===== config.mk =====
export PLATFORM = sky130hd
export DESIGN_NAME = irq_prio_arb
export DESIGN_NICKNAME = d
export VERILOG_FILES = /design/src/rtl/irq_arb_pkg.sv /design/src/rtl/irq_cfg_reg.sv /design/src/rtl/irq_pair_pick.sv /design/src/rtl/irq_resolve.sv /design/src/rtl/irq_prio_arb.sv
export SDC_FILE = /design/constraint.sdc
export NUM_CORES = 1
export LEC_CHECK = 0
export CORE_MARGIN = 2
export CORE_UTILIZATION = 39
export CTS_CLUSTER_DIAMETER = 50
export DETAILED_ROUTE_END_ITERATION = 10
export GPL_TIMING_DRIVEN = 1
export PLACE_DENSITY = 0.79
export SLEW_MARGIN = 30
export SYNTH_ARGS = -nofsm -noshare
export SYNTH_HDL_FRONTEND = slang
export SYNTH_SLANG_ARGS = --single-unit

===== constraint.sdc =====
create_clock -name clk -period 3.7 [get_ports clk]
set_clock_uncertainty 0.2 [all_clocks]
set_input_delay 0.74 -clock clk [delete_from_list [all_inputs] [get_ports clk]]
set_output_delay 0.74 -clock clk [all_outputs]
set_load 0.005 [all_outputs]

===== src/rtl/irq_arb_pkg.sv =====
package irq_arb_pkg;
  localparam int LVL_W = 4;
  localparam int SRC_W = 2;
  localparam int CFG_W = 16;
  localparam int DMA_LSB = 8;
  localparam int TMR_LSB = 4;
  localparam int N_GRP = 2;

  typedef enum logic [SRC_W-1:0] {
    SRC_DMA0 = 2'd0,
    SRC_DMA1 = 2'd1,
    SRC_WDT  = 2'd2,
    SRC_BUS  = 2'd3
  } src_e;

  typedef struct packed {
    logic             hit;
    logic [LVL_W-1:0] lvl;
    logic [SRC_W-1:0] src;
  } cand_t;
endpackage


===== src/rtl/irq_cfg_reg.sv =====
module irq_cfg_reg
  import irq_arb_pkg::*;
#(
  parameter int W     = CFG_W,
  parameter int LW    = LVL_W,
  parameter int A_LSB = DMA_LSB,
  parameter int B_LSB = TMR_LSB
) (
  input  logic          clk,
  input  logic          rst_n,
  input  logic          standby,
  input  logic          we,
  input  logic [W-1:0]  wdata,
  output logic [W-1:0]  rdata,
  output logic [LW-1:0] lvl_a,
  output logic [LW-1:0] lvl_b
);
  localparam logic [W-1:0] KEEP = ({{(W-LW){1'b0}}, {LW{1'b1}}} << A_LSB)
                                | ({{(W-LW){1'b0}}, {LW{1'b1}}} << B_LSB);

  logic [LW-1:0] a_q, b_q;
  logic          wr_ok;

  assign wr_ok = we && !standby;

  always_ff @(posedge clk or negedge rst_n) begin
    if (!rst_n) begin
      a_q <= '0;
      b_q <= '0;
    end else if (wr_ok) begin
      a_q <= wdata[A_LSB +: LW];
      b_q <= wdata[B_LSB +: LW];
    end
  end

  always_comb begin
    rdata = '0;
    rdata[A_LSB +: LW] = a_q;
    rdata[B_LSB +: LW] = b_q;
  end

  assign lvl_a = a_q;
  assign lvl_b = b_q;

  AST_STANDBY_KEEP: assert property (@(posedge clk) disable iff (!rst_n)
    standby |=> $stable(rdata));
  AST_WRITE_LANDS: assert property (@(posedge clk) disable iff (!rst_n)
    (we && !standby) |=> (rdata == ($past(wdata) & KEEP)));
endmodule


===== src/rtl/irq_pair_pick.sv =====
module irq_pair_pick
  import irq_arb_pkg::*;
#(
  parameter int                LW     = LVL_W,
  parameter logic [SRC_W-1:0]  CODE_HI = 2'd0,
  parameter logic [SRC_W-1:0]  CODE_LO = 2'd1
) (
  input  logic          req_hi,
  input  logic          req_lo,
  input  logic [LW-1:0] lvl,
  output cand_t         cand
);
  always_comb begin
    cand.hit = (req_hi || req_lo) && (lvl != '0);
    cand.lvl = lvl;
    cand.src = req_hi ? CODE_HI : CODE_LO;
  end
endmodule


===== src/rtl/irq_resolve.sv =====
module irq_resolve
  import irq_arb_pkg::*;
#(
  parameter int LW = LVL_W
) (
  input  logic             clk,
  input  logic             rst_n,
  input  cand_t            cand_a,
  input  cand_t            cand_b,
  input  logic [LW-1:0]    mask,
  output logic             irq_q,
  output logic [LW-1:0]    lvl_q,
  output logic [SRC_W-1:0] src_q
);
  cand_t win;
  logic  fire;

  always_comb begin
    win = cand_a;
    if (cand_b.hit && (!cand_a.hit || (cand_b.lvl > cand_a.lvl))) win = cand_b;
    fire = win.hit && (win.lvl > mask);
  end

  always_ff @(posedge clk or negedge rst_n) begin
    if (!rst_n) begin
      irq_q <= 1'b0;
      lvl_q <= '0;
      src_q <= '0;
    end else if (fire) begin
      irq_q <= 1'b1;
      lvl_q <= win.lvl;
      src_q <= win.src;
    end else begin
      irq_q <= 1'b0;
      lvl_q <= '0;
      src_q <= '0;
    end
  end

  AST_FIRE_ABOVE_MASK: assert property (@(posedge clk) disable iff (!rst_n)
    irq_q |-> (lvl_q > $past(mask)));
  AST_LVL_NONZERO: assert property (@(posedge clk) disable iff (!rst_n)
    irq_q |-> (lvl_q != '0));
  AST_QUIET_ZERO: assert property (@(posedge clk) disable iff (!rst_n)
    !irq_q |-> (lvl_q == '0 && src_q == '0));
endmodule


===== src/rtl/irq_prio_arb.sv =====
module irq_prio_arb
  import irq_arb_pkg::*;
(
  input  logic        clk,
  input  logic        por_n,
  input  logic        mres_n,
  input  logic        standby,
  input  logic        cfg_we,
  input  logic [15:0] cfg_wdata,
  output logic [15:0] cfg_rdata,
  input  logic        req_dma0,
  input  logic        req_dma1,
  input  logic        req_wdt,
  input  logic        req_bus,
  input  logic [3:0]  cpu_mask,
  output logic        irq_o,
  output logic [3:0]  irq_level,
  output logic [1:0]  irq_src
);
  localparam int NREQ = 2 * N_GRP;

  logic             rst_n;
  logic [NREQ-1:0]  req_vec;
  logic [LVL_W-1:0] grp_lvl [N_GRP];
  cand_t            grp_cand [N_GRP];

  assign rst_n   = por_n & mres_n;
  assign req_vec = {req_bus, req_wdt, req_dma1, req_dma0};

  irq_cfg_reg #(
    .W(CFG_W), .LW(LVL_W), .A_LSB(DMA_LSB), .B_LSB(TMR_LSB)
  ) u_cfg (
    .clk(clk), .rst_n(rst_n), .standby(standby), .we(cfg_we),
    .wdata(cfg_wdata), .rdata(cfg_rdata),
    .lvl_a(grp_lvl[0]), .lvl_b(grp_lvl[1])
  );

  for (genvar g = 0; g < N_GRP; g++) begin : g_grp
    irq_pair_pick #(
      .LW(LVL_W),
      .CODE_HI(SRC_W'(2 * g)),
      .CODE_LO(SRC_W'(2 * g + 1))
    ) u_pick (
      .req_hi(req_vec[2*g]),
      .req_lo(req_vec[2*g+1]),
      .lvl(grp_lvl[g]),
      .cand(grp_cand[g])
    );
  end

  irq_resolve #(.LW(LVL_W)) u_res (
    .clk(clk), .rst_n(rst_n),
    .cand_a(grp_cand[0]), .cand_b(grp_cand[1]),
    .mask(cpu_mask),
    .irq_q(irq_o), .lvl_q(irq_level), .src_q(irq_src)
  );

  AST_DMA0_FIRST: assert property (@(posedge clk) disable iff (!rst_n)
    (irq_o && irq_src == SRC_DMA1) |-> !$past(req_dma0));
  AST_WDT_FIRST: assert property (@(posedge clk) disable iff (!rst_n)
    (irq_o && irq_src == SRC_BUS) |-> !$past(req_wdt));
  AST_DMA_TIE_WINS: assert property (@(posedge clk) disable iff (!rst_n)
    (irq_o && irq_src[1]) |-> !(($past(req_dma0) || $past(req_dma1))
                               && $past(cfg_rdata[11:8]) >= irq_level));
endmodule


; ---- Word-level counts from Yosys, hierarchy flattened
; Cells that the tools add are included.
[totals]
regBits = 15
in_bits = 29
output_inout_bits = 23
elab_cells = 26
[op_classes]
n_lt_le_gt_ge = 2
muxes = 6
n_bitwise = 1
reduce_logical = 12
[ops]
columns = operator, n
row1 = $gt 4x4->1, 2
row2 = $reduce_bool 4->1, 2
row3 = $mux 7, 1
row4 = $logic_and 1x1->1, 5
row5 = $mux 4, 1
row6 = $logic_or 1x1->1, 3
row7 = $mux 1, 3
row8 = $logic_not 1->1, 2
row9 = $mux 2, 1
row10 = $and 1x1->1, 1

; ---- Longest topological paths before layout
[logic_depth]
depth_word = 9
mapped_depth = 12
mapped_depth_nobuf = 12

; ---- Modules after synthesis
; Synthesis repeated with hierarchy kept, for this count alone.
[hier_totals]
cells_unflattened = 131
hier_area_um2 = 1256.2
[modules_own_cells]
columns = mod, instances, cells_per_inst, area_each_um2, seq_area_each_um2
row1 = irq_resolve, 1, 75, 650.6, 175.2
row2 = irq_cfg_reg, 1, 35, 469.2, 200.2
row3 = irq_pair_pick, 2, 10, 65.1, 0.0
row4 = irq_prio_arb, 1, 1, 6.3, 0.0

; ---- Least setup slack after synthesis
; No wires, ideal clock.
[synth_path]
path_type = input to register
startpoint = input req_bus
endpoint = register u_res.src_q[0]
setup_ps = 94
t_arrival_ps = 2443
required_ps = 3406
path_slack_ps = 963
stages = 8
path_buffers = 0
path_cell_list = nor2_1 -> or2_2 -> a221o_1 -> a311oi_2 -> ha_1 -> nand4_1 -> nand3_1 -> a211oi_1
[synth_between]
elab_chain_cells = 7
[synth_lines]
columns = element, line_no
row1 = from (decl), irq_prio_arb.sv:14  ; input logic req_bus,
row2 = $logic_or 1x1->1 (*), irq_pair_pick.sv:14  ; cand.hit = (req_hi || req_lo) && (lvl != '0);
row3 = $logic_and 1x1->1 (*), irq_pair_pick.sv:14
row4 = $logic_and 1x1->1, irq_resolve.sv:20  ; if (cand_b.hit && (!cand_a.hit || (cand_b.lvl > cand_a.lvl))) win = cand_b;
row5 = $mux 7 (*), irq_resolve.sv:20
row6 = $gt 4x4->1, irq_resolve.sv:21  ; fire = win.hit && (win.lvl > mask);
row7 = $logic_and 1x1->1, irq_resolve.sv:21
row8 = $mux 2 (*), irq_resolve.sv:29  ; end else if (fire) begin
row9 = to (signal assigned), irq_resolve.sv:32  ; src_q <= win.src;
row10 = to (decl), irq_resolve.sv:13  ; output logic [SRC_W-1:0] src_q
; Every way passes the cells marked *; elsewhere a longest branch is shown, timed or not.
; A chain may end at the register's enable or synchronous reset.

; ---- Final worst setup path
[layout_path]
startpoint = input req_wdt
endpoint = register u_res.src_q[0]
[layout_between]
elab_chain_cells = 7
word_cells_on_any_way = 8
cone_classes = order compare (1) / mux (3) / reduce/logical (4)
[layout_lines]
columns = element, line_no
row1 = from (decl), irq_prio_arb.sv:13  ; input logic req_wdt,
row2 = $logic_or 1x1->1, irq_pair_pick.sv:14
row3 = $logic_and 1x1->1, irq_pair_pick.sv:14
row4 = $logic_and 1x1->1, irq_resolve.sv:20
row5 = $mux 7 (*), irq_resolve.sv:20
row6 = $gt 4x4->1, irq_resolve.sv:21
row7 = $logic_and 1x1->1, irq_resolve.sv:21
row8 = $mux 2 (*), irq_resolve.sv:29
; Marked as above.

==> impl_metrics.py <==
metrics = {
    "status": {
        "status": "finished, final reports clean",
    },
    "synth": {
        "synth_most_common_cell": "dfrtp_1",
        "yosys.area.top_type": "dfrtp_1",
        "synthesis.area_um2": 998,
        "syn_avg_cell_area_um2": 9.51,
        "synth.distinct_cells": 35,
        "synth_common_cells": "dfrtp_1 (15), nand2_1 (11), inv_1 (9)",
        "ys_ff_latch": 15,
        "async_reset_ff_frac": 1.00,
        "yosys_most_used_dff": "dfrtp_1",
        "synth_area_leaders": "dfrtp_1 (38%), ha_1 (10%), buf_4 (6.0%), mux2_2 (4.5%), nand2_1 (4.1%)",
        "synth-warning-count": 0,
        "synth.top_cell.area_share": 0.376,
        "yosysSeqAreaShare": 0.376,
        "netlist_instances": 105,
        "synth_edf_count": 0,
    },
    "die": {
        "die_x_um": 54.6,
        "core-area_um2": 2450,
        "initial_core_util": 0.407,
        "rows": 18,
        "io_pins": 52,
        "die_h_um": 54.6,
        "dieArea_um2": 2980,
    },
    "timing": {
        "hold_viol_final": 0,
        "tightest_slew_ns": 0.713,
        "fin_crit_ns": 3.25,
        "layout_setup_ws_ns": 0.446,
        "setup_viol": 0,
        "timing.hold.ws_ns": 0.447,
        "slew_violations": 0,
        "timing.fmax_mhz": 307,
        "rsz0062_at_grt": "false",
        "relSlewSlack": 0.523,
        "period_share": 0.880,
        "final.setup.tns_ns": 0,
    },
    "detailed_routing": {
        "routed-via-count": 910,
        "drtIter0Drc": 11,
        "drt_wl_total_um": 2350,
        "avgRoutedWirePerCell_um": 13.6,
        "drc": 0,
        "vias_per_cell": 5.29,
        "dr.pass1.iters": 4,
        "postRouteAntennaNets": 0,
    },
    "place": {
        "dpl_worst_slack_ns": 0.183,
        "hpwl_um": 1850,
        "dpl.cell_count": 168,
        "globalplace.congestion": 0.843,
        "port_buffers": 35,
    },
    "worst_hold_path": {
        "min-delay-start": "u_cfg.lvl_a[1]$_DFFE_PN0P_",
        "hp-class": "reg2reg",
    },
    "critical_path": {
        "worstPathRequired_ns": 3.70,
        "path_class": "in2reg",
        "cp_max_fo": 6,
        "worstSetupStartpointType": "input port",
        "cp-end-kind": "register",
        "r2r_start": "u_cfg.lvl_b[1]$_DFFE_PN0P_",
        "cp.arrival_ns": 3.26,
        "crit_start": "req_wdt",
    },
    "clocking": {
        "root_buffer": "clkbuf_4",
        "cts_resized": 0,
        "clk_pin_slew_worst_paths_ns": 0.10,
        "max-clock-path-buffers": 2,
        "cts_sinks": 15,
        "hold_buffers": 0,
        "cts_tree": "built",
        "clock_latency_ns": 0.29,
        "cts_buffers": 3,
        "cts_max_level": 1,
        "post_cts.repair.setup_buffers": 0,
    },
    "global_routing": {
        "grt_pass1_wl_um": 3780,
        "grt_max_degree": 16,
        "first_global_vias": 927,
        "gr-usage-met2": 0.315,
        "antenna_found_initial": 0,
        "grt_usage": 0.179,
        "met1_usage": 0.195,
        "grt_busiest_layer": "met2",
        "met3_usage": 0.0383,
        "overflow": 0,
    },
    "finish": {
        "final_core_util": 0.561,
        "stdcell_count": 172,
        "area_delta_synth_final_pct": 37.8,
        "drive_gt1_frac": 0.106,
        "n_antenna_cell": 0,
        "nets": 180,
    },
    "job": {
        "drv_cap": 0,
    },
    "power": {
        "vdd_drop_max_mv": 0.259,
        "power.density_nw_per_um2": 459,
        "p_leak_nw": 0.632,
    },
}
[cells by family (layout without fill, tap and decap cells)]
| family | count (synthesis) | after routing | synth area share |
|---|---|---|---|
| adder cells (fa/ha/maj) | 8 | 8 | 0.100 |
| other | 1 | 8 | 0.00376 |
| buffers and inverters | 18 | 48 | 0.0977 |
| AND/OR/NAND/NOR | 31 | 31 | 0.178 |
| multiplexers | 4 | 4 | 0.0451 |
| flip-flops | 15 | 15 | 0.376 |
| AO/OA/AOI/OAI | 28 | 28 | 0.199 |
[metrics by stage]
step           total power, mW  area (um2)
2_1_floorplan            0.400        1020
3_3_place_gp             0.522        1350
3_5_place_dp             0.535        1350
4_1_cts                  0.634        1380
5_1_grt                  0.682        1380
6_report                 0.631        1380
[worst paths after layout]
| check | end | slack, ns | depth (start not counted) |
|---|---|---|---|
| worst max-delay path | u_res.src_q[0]$_DFF_PN0_ | 0.45 | 11 |
| worst min-delay path | u_cfg.lvl_a[1]$_DFFE_PN0P_ | 0.45 | 2 |
| worst max register to register | u_res.src_q[0]$_DFF_PN0_ | 0.66 | 11 |
| worst min register to register | u_cfg.lvl_a[1]$_DFFE_PN0P_ | 0.45 | 2 |
| max in group asynchronous | u_cfg.lvl_b[0]$_DFFE_PN0P_ | 2.13 | 2 |
| min in group asynchronous | u_res.lvl_q[2]$_DFF_PN0_ | 0.74 | 2 |
[registers in the layout, summed over array words and instances, names as in the netlist]
name and count:
u_cfg.lvl_a 4, u_cfg.lvl_b 4, u_res.lvl_q 4, u_res.src_q 2, u_res.irq_q 1
[layer usage]
| layer | share of wire | routed length (um) |
|---|---|---|
| met5 | 0 | 0 |
| met4 | 0.018 | 42 |
| met2 | 0.50 | 1170 |
| met3 | 0.082 | 192 |
| met1 | 0.40 | 938 |
[power breakdown]
group	switching [mW]	internal, mW	leakage, nW
sequential	0.0265	0.203	0.193
combinational	0.140	0.164	0.421
clock	0.0578	0.0403	0.0177
total	0.224	0.407	0.632
[worst max-delay path, stage by stage]
cell and delay (ns):
clkdlybuf4s50_1 0.49, nor2_1 0.08, or2_2 0.35, o21bai_1 0.21, a22oi_1 0.21, nand2_1 0.11
ha_1 0.31, a21oi_1 0.06, o21ai_0 0.22, nand3_1 0.24, a211oi_1 0.24
[final cells by class]
type                            instances  area [um2]
Multi-Input combinational cell         79         552
Fill cell                             238        1080
Tap cell                               30        37.5
Clock inverter                          1        5.00
Sequential cell                        15         375
Timing Repair Buffer                   35         350
Clock buffer                            3        22.5
Inverter                                9        33.8
[placed cells by master, fill, tap and decap left out, types with 2 or more instances in the layout]
cell	synthesis	routed
clkdlybuf4s50_1	0	35
dfrtp_1	15	15
nand2_1	11	11
inv_1	9	9
ha_1	8	8
conb_1	1	8
a21oi_1	7	7
o21ai_0	6	6
mux2_2	4	4
nor4_1	3	3
a31oi_1	3	3
a22oi_1	3	3
clkbuf_4	0	3
nor2b_1	2	2
nor2_1	2	2
nand4_1	2	2
a21o_1	2	2
(Power assumes the default switching activity.)
